<file path="config.mk">
export PLATFORM = sky130hd
export DESIGN_NAME = psr_write_unit
export DESIGN_NICKNAME = d
export VERILOG_FILES = /design/src/rtl/psr_pkg.sv /design/src/rtl/psr_field_merge.sv /design/src/rtl/psr_saved_file.sv /design/src/rtl/psr_mode_strobe.sv /design/src/rtl/psr_write_unit.sv
export SDC_FILE = /design/constraint.sdc
export NUM_CORES = 1
export LEC_CHECK = 0
export CAP_MARGIN = 40
export CORE_MARGIN = 4
export CORE_UTILIZATION = 45
export DETAILED_ROUTE_END_ITERATION = 10
export PLACE_DENSITY_LB_ADDON = 0.08
export SYNTH_ARGS = -nofsm -noshare
export SYNTH_HDL_FRONTEND = slang
export SYNTH_SLANG_ARGS = --single-unit
</file>
<file path="constraint.sdc">
create_clock -name clk -period 3.2 [get_ports clk]
set_clock_uncertainty 0.15 [all_clocks]
set_input_delay 0.32 -clock clk [delete_from_list [all_inputs] [get_ports clk]]
set_output_delay 0.32 -clock clk [all_outputs]
set_load 0.02 [all_outputs]
</file>
<file path="src/rtl/psr_pkg.sv">
package psr_pkg;

    localparam int PSR_W      = 32;
    localparam int MODE_W     = 5;
    localparam int FIELDS     = PSR_W / 8;
    localparam int NUM_BANKS  = 8;

    localparam logic [PSR_W-1:0] RSV_BITS    = 32'h0F00_0000;
    localparam logic [PSR_W-1:0] LEGACY_KEEP = 32'hF000_00C3;
    localparam logic [PSR_W-1:0] PSR_RESET   = 32'h0000_00D3;

    localparam int BIT_N   = 31;
    localparam int BIT_Z   = 30;
    localparam int BIT_C   = 29;
    localparam int BIT_V   = 28;
    localparam int BIT_IRQ = 7;
    localparam int BIT_FIQ = 6;

    typedef enum logic [2:0] {
        BK_USR  = 3'd0,
        BK_FIQ  = 3'd1,
        BK_IRQ  = 3'd2,
        BK_SVC  = 3'd3,
        BK_ABT  = 3'd4,
        BK_UND  = 3'd5,
        BK_SYS  = 3'd6,
        BK_NONE = 3'd7
    } bank_e;

    typedef struct packed {
        logic              chg;
        logic [MODE_W-1:0] from_m;
        logic [MODE_W-1:0] to_m;
    } mode_evt_t;

    function automatic bank_e bank_of(input logic [MODE_W-1:0] m);
        case (m)
            5'h00, 5'h10: bank_of = BK_USR;
            5'h01, 5'h11: bank_of = BK_FIQ;
            5'h02, 5'h12: bank_of = BK_IRQ;
            5'h03, 5'h13: bank_of = BK_SVC;
            5'h17:        bank_of = BK_ABT;
            5'h1B:        bank_of = BK_UND;
            5'h1F:        bank_of = BK_SYS;
            default:      bank_of = BK_NONE;
        endcase
    endfunction

    function automatic logic owns_saved(input bank_e b);
        owns_saved = (b == BK_FIQ) || (b == BK_IRQ) || (b == BK_SVC) ||
                     (b == BK_ABT) || (b == BK_UND);
    endfunction

    function automatic logic [PSR_W-1:0] expand_mask(input logic [FIELDS-1:0] m);
        for (int i = 0; i < FIELDS; i++)
            expand_mask[i*8 +: 8] = {8{m[i]}};
    endfunction

endpackage

</file>
<file path="src/rtl/psr_field_merge.sv">
module psr_field_merge
    import psr_pkg::*;
(
    input  logic [PSR_W-1:0]  old_val,
    input  logic [PSR_W-1:0]  new_val,
    input  logic [FIELDS-1:0] field_en,
    input  logic              flags_only,
    input  logic              legacy,
    output logic [PSR_W-1:0]  merged
);
    logic [FIELDS-1:0] eff_en;
    logic [PSR_W-1:0]  bit_en;
    logic [PSR_W-1:0]  raw;

    always_comb begin
        eff_en = field_en;
        if (flags_only)
            eff_en = field_en & {1'b1, {(FIELDS-1){1'b0}}};
        bit_en = expand_mask(eff_en);
        raw    = (old_val & ~bit_en) | (new_val & bit_en);
        if (legacy)
            raw = raw & LEGACY_KEEP;
        merged = raw & ~RSV_BITS;
    end
endmodule

</file>
<file path="src/rtl/psr_saved_file.sv">
module psr_saved_file
    import psr_pkg::*;
(
    input  logic             clk,
    input  logic             rst,
    input  bank_e            bank,
    input  logic             wr,
    input  logic [PSR_W-1:0] wdata,
    output logic [PSR_W-1:0] rdata,
    output logic             present
);
    logic [PSR_W-1:0] store [NUM_BANKS];

    for (genvar g = 0; g < NUM_BANKS; g++) begin : g_bank
        if (owns_saved(bank_e'(g))) begin : g_real
            always_ff @(posedge clk) begin
                if (rst)
                    store[g] <= '0;
                else if (wr && (bank == bank_e'(g)))
                    store[g] <= wdata;
            end
        end else begin : g_empty
            assign store[g] = '0;
        end
    end

    assign present = owns_saved(bank);
    assign rdata   = store[bank];

    assert_saved_rsv_zero_R7: assert property (@(posedge clk) disable iff (rst)
        (rdata & RSV_BITS) == '0);
endmodule

</file>
<file path="src/rtl/psr_mode_strobe.sv">
module psr_mode_strobe
    import psr_pkg::*;
(
    input  logic              clk,
    input  logic              rst,
    input  logic              commit,
    input  logic [MODE_W-1:0] cur_mode,
    input  logic [MODE_W-1:0] next_mode,
    output mode_evt_t         evt
);
    mode_evt_t evt_q;

    always_ff @(posedge clk) begin
        if (rst) begin
            evt_q <= '0;
        end else begin
            evt_q.chg    <= commit && (cur_mode != next_mode);
            evt_q.from_m <= cur_mode;
            evt_q.to_m   <= next_mode;
        end
    end

    assign evt = evt_q;

    assert_strobe_new_mode_R9: assert property (@(posedge clk) disable iff (rst)
        evt_q.chg |-> (evt_q.to_m == cur_mode) && (evt_q.from_m != evt_q.to_m));
    assert_strobe_quiet_R9: assert property (@(posedge clk) disable iff (rst)
        !$past(commit) |-> !evt_q.chg);
endmodule

</file>
<file path="src/rtl/psr_write_unit.sv">
module psr_write_unit
    import psr_pkg::*;
(
    input  logic              clk,
    input  logic              rst,
    input  logic              wr_en,
    input  logic              wr_to_saved,
    input  logic [3:0]        field_mask,
    input  logic [31:0]       wr_data,
    input  logic              prog32,
    output logic [31:0]       cur_psr,
    output logic [31:0]       saved_psr,
    output logic              flag_n,
    output logic              flag_z,
    output logic              flag_c,
    output logic              flag_v,
    output logic              irq_dis,
    output logic              fiq_dis,
    output logic [4:0]        mode,
    output logic              mode_chg,
    output logic [4:0]        mode_old,
    output logic [4:0]        mode_new
);
    logic [PSR_W-1:0] cur_q;
    logic [PSR_W-1:0] cur_next;
    logic [PSR_W-1:0] sv_rd;
    logic [PSR_W-1:0] sv_next;
    logic             sv_present;
    logic             cur_wr;
    logic             sv_wr;
    bank_e            act_bank;
    mode_evt_t        evt;

    assign act_bank = bank_of(cur_q[MODE_W-1:0]);
    assign cur_wr   = wr_en && !wr_to_saved;
    assign sv_wr    = wr_en && wr_to_saved;

    psr_field_merge u_cur_merge (
        .old_val    (cur_q),
        .new_val    (wr_data),
        .field_en   (field_mask),
        .flags_only (act_bank == BK_USR),
        .legacy     (!prog32),
        .merged     (cur_next)
    );

    psr_field_merge u_sv_merge (
        .old_val    (sv_rd),
        .new_val    (wr_data),
        .field_en   (field_mask),
        .flags_only (1'b0),
        .legacy     (1'b0),
        .merged     (sv_next)
    );

    psr_saved_file u_saved (
        .clk     (clk),
        .rst     (rst),
        .bank    (act_bank),
        .wr      (sv_wr),
        .wdata   (sv_next),
        .rdata   (sv_rd),
        .present (sv_present)
    );

    psr_mode_strobe u_strobe (
        .clk       (clk),
        .rst       (rst),
        .commit    (cur_wr),
        .cur_mode  (cur_q[MODE_W-1:0]),
        .next_mode (cur_next[MODE_W-1:0]),
        .evt       (evt)
    );

    always_ff @(posedge clk) begin
        if (rst)
            cur_q <= PSR_RESET;
        else if (cur_wr)
            cur_q <= cur_next;
    end

    assign cur_psr   = cur_q;
    assign saved_psr = sv_present ? sv_rd : cur_q;
    assign flag_n    = cur_q[BIT_N];
    assign flag_z    = cur_q[BIT_Z];
    assign flag_c    = cur_q[BIT_C];
    assign flag_v    = cur_q[BIT_V];
    assign irq_dis   = cur_q[BIT_IRQ];
    assign fiq_dis   = cur_q[BIT_FIQ];
    assign mode      = cur_q[MODE_W-1:0];
    assign mode_chg  = evt.chg;
    assign mode_old  = evt.from_m;
    assign mode_new  = evt.to_m;

    assert_user_low_bytes_R3: assert property (@(posedge clk) disable iff (rst)
        (cur_wr && prog32 && (act_bank == BK_USR)) |=>
            (cur_q[23:0] == $past(cur_q[23:0])));
    assert_no_saved_fallback_R5: assert property (@(posedge clk) disable iff (rst)
        !owns_saved(act_bank) |-> (saved_psr == cur_q));
    assert_saved_drop_R4: assert property (@(posedge clk) disable iff (rst)
        (sv_wr && !owns_saved(act_bank)) |=> $stable(cur_q));
    assert_legacy_mask_R6: assert property (@(posedge clk) disable iff (rst)
        (cur_wr && !prog32) |=> ((cur_q & ~LEGACY_KEEP) == '0));
    assert_cur_rsv_zero_R7: assert property (@(posedge clk) disable iff (rst)
        (cur_q & RSV_BITS) == '0);
endmodule

</file>
==> metrics.yaml <==
status: "finished clean"
grt_pass1_vias: 6807
gp_congestion: 0.789
ctsHoldBuffers: 0
synthCells: 945
area_delta_synth_final_pct: 22.8
pin_count: 127
seqCellArea_um2: 3650
cts_num_sinks: 182
min_period_ns: 3.05
worstPathArrival_ns: 2.58
avgViaCountPerCell: 5.63
row_count: 49
grt_pass1_wl_um: 38600
nNetsFinal: 1067
ys_warn_count: 0
grt_max_degree: 124
dpl_cell_area_um2: 9520
dp_hpwl_um: 16200
root_buffer: "clkbuf_16"
gr-total-overflow: 0
antennaDiodeCount: 0
ir_drop_v: 0.000375
end_kind: "output pin"
drt_wl_total_um: 24200
p_total_mw: 5.17
clk_latency_ns: 0.42
drive_above_1_share_pct: 9.92
fin_hold_ws_ns: 0.0653
drtAntennaViolNets: 0
vias: 7131
worstMarginPinSlew_ns: 0.674
fillCellCount: 1663
powerDensity_nw_per_um2: 511
ys_ff_latch: 182
drt_first_pass_iters: 5
timing.final.crit_share_pct: 95.2
multi_input_area_um2: 4070
finalHoldViolCount: 0
cts_buffer_depth: 2
synth_cell_types: 50
yosysSeqAreaShare_pct: 44.2
critPathMaxFanout: 14
cts_made_buffers: 17
wl_per_cell_um: 19.1
cts_tree: "done"
avgSynthCellArea_um2: 8.72
fmaxAchievable_ghz: 0.328
initial_core_util_pct: 45.9
core_um2: 18000
grt_usage_pct: 24.0
critical_path_required_ns: 2.73
hold_path.class: "in -> reg"
htreeDepth: 4
rsz0062_at_grt: "false"
die_y_um: 143
drcViolationCount: 0
power_leakage_nw: 4.04
clk_pin_slew_ns: 0.07
start_kind: "register"
drt_iter0_drc: 488
syn-cell-area_um2: 8240
dieArea_um2: 20500
antenna_found_initial: 0
io_buffers: 114
slew_violations: 0
finalSetupTns_ns: 0
setup_viol: 0
die_w_um: 143
crit_type: "reg -> out"
relSlewSlack_pct: 54.4
final_area_um2: 10100
max-cap-violations: 0
==> report_power, final <==
group | switching (mW) | internal [mW]
registers | 0.0376 | 2.32
clock network | 0.896 | 1.25
logic | 0.396 | 0.273
==> kinds of logic (layout without fill, tap and decap cells) <==
group / after synthesis / in the layout / synth area share [%]
other: 1 / 8 / 0.0455
and+or+nand+nor: 300 / 300 / 18.6
DFF: 182 / 182 / 44.2
xor gates and xnor gates: 3 / 3 / 0.319
AOI/OAI and AO/OA: 294 / 294 / 22.6
buffers and inverters: 106 / 192 / 6.77
muxes: 59 / 59 / 7.53
==> through the flow <==
| step | std cells | worst slack [ns] | utilization, % |
|---|---|---|---|
| floorplan | 952 | 1.12 | - |
| global placement | 1236 | 0.471 | 53.0 |
| detailed placement | 1236 | 0.493 | 53.0 |
| CTS | 1267 | 0.0709 | 56.3 |
| global route | 1267 | 0.0216 | 56.3 |
| finish | 1267 | 0.153 | 56.3 |
==> timing repair <==
item | 4_1_cts | 5_1_grt
setup endpoints to repair | 0 | 13
buffers inserted | 0 | 0
gates resized for setup | 0 | 1
==> flip-flops by register name, summed over array words and instances (netlist names), named ones only <==
signal	cells
u_saved.store	140
cur_psr	22
u_strobe.evt	11
act_bank	3
==> cell type report <==
| class | instances | area share (%) |
|---|---|---|
| clock buffer | 20 | 4.41 |
| clock inverter | 11 | 1.47 |
| inverter | 8 | 0.309 |
| multi-input combinational | 664 | 40.2 |
| sequential | 182 | 36.0 |
| tap | 229 | 2.83 |
| timing repair buffer | 153 | 14.7 |
==> cells in the mapped netlist, drive strengths merged <==
| cell type | n | area, µm² |
|---|---|---|
| or2 | 1 | 6.26 |
| nor2b | 10 | 62.6 |
| o31ai | 1 | 7.51 |
| a21o | 25 | 188 |
| a31oi | 6 | 37.5 |
| and3 | 40 | 250 |
| clkbuf | 39 | 146 |
| buf | 59 | 382 |
| nor3b | 1 | 12.5 |
| o21ai | 80 | 400 |
| or3 | 2 | 12.5 |
| o21bai | 39 | 293 |
| inv | 8 | 30.0 |
| a211oi | 11 | 82.6 |
| a221o | 1 | 10.0 |
| and2b | 1 | 8.76 |
| dfxtp | 182 | 3640 |
| nand4 | 1 | 12.5 |
| nand3b | 9 | 67.6 |
| xor2 | 2 | 17.5 |
| a22oi | 25 | 188 |
| o22ai | 19 | 119 |
| and2 | 1 | 6.26 |
| nor4b | 1 | 8.76 |
| xnor2 | 1 | 8.76 |
| conb | 1 | 3.75 |
| o22a | 2 | 17.5 |
| a32oi | 2 | 17.5 |
| a21oi | 54 | 270 |
| nand2b | 23 | 144 |
| nand3 | 89 | 445 |
| a221oi | 3 | 26.3 |
| and4 | 1 | 8.76 |
| nor3 | 3 | 26.3 |
| and3b | 2 | 17.5 |
| nor2 | 26 | 105 |
| mux2 | 24 | 270 |
| o211ai | 20 | 150 |
| mux2i | 35 | 350 |
| a211o | 1 | 8.76 |
| o311ai | 1 | 8.76 |
| nand2 | 89 | 337 |
| a2bb2oi | 4 | 35.0 |
==> cell usage in the layout (no fill, tap or decap), types with 4 or more instances in the layout <==
cell,instances
conb_1,8
clkbuf_16,17
mux2i_1,35
o211ai_1,20
dfxtp_1,180
a21o_1,25
nor2_1,25
a2bb2oi_1,4
inv_1,7
nand2b_1,23
nand2_1,88
clkdlybuf4s50_1,113
nand3b_1,9
o22ai_1,19
a31oi_1,6
a21oi_1,54
buf_12,5
nor2b_1,9
o21bai_1,39
and3_1,40
buf_4,34
o21ai_0,78
mux2_2,24
a22oi_1,25
nand3_1,89
a211oi_1,11
==> worst max-delay path, stage by stage (launching register included) <==
cell and delay (ns):
dfxtp_2 0.35, buf_4 0.20, or3_1 0.39, nand2_2 0.23
buf_4 0.23, a21o_1 0.13, clkdlybuf4s50_1 0.62
==> final timing paths <==
kind / start / endpoint / slack (ns) / depth (start not counted)
worst max-delay path: act_bank[0] / saved_psr[0] / 0.15 / 6
worst max register to register: act_bank[1] / cur_psr[11] / 0.85 / 7
worst min register to register: u_saved.store[75] / u_saved.store[75] / 0.30 / 2
worst min-delay path: rst / u_strobe.evt[5] / 0.07 / 2
==> layer usage <==
| metal | global-route usage (%) | vias up | share of wire [%] |
|---|---|---|---|
| met4 | 5.70 | 0 | 1.2 |
| met2 | 37.8 | 166 | 47 |
| met1 | 34.4 | 3424 | 47 |
| met5 | 0 | - | 0 |
| met3 | 4.13 | 15 | 4.0 |
| li1 | - | 3526 | - |
No activity file was read; power rests on OpenSTA's default activity.
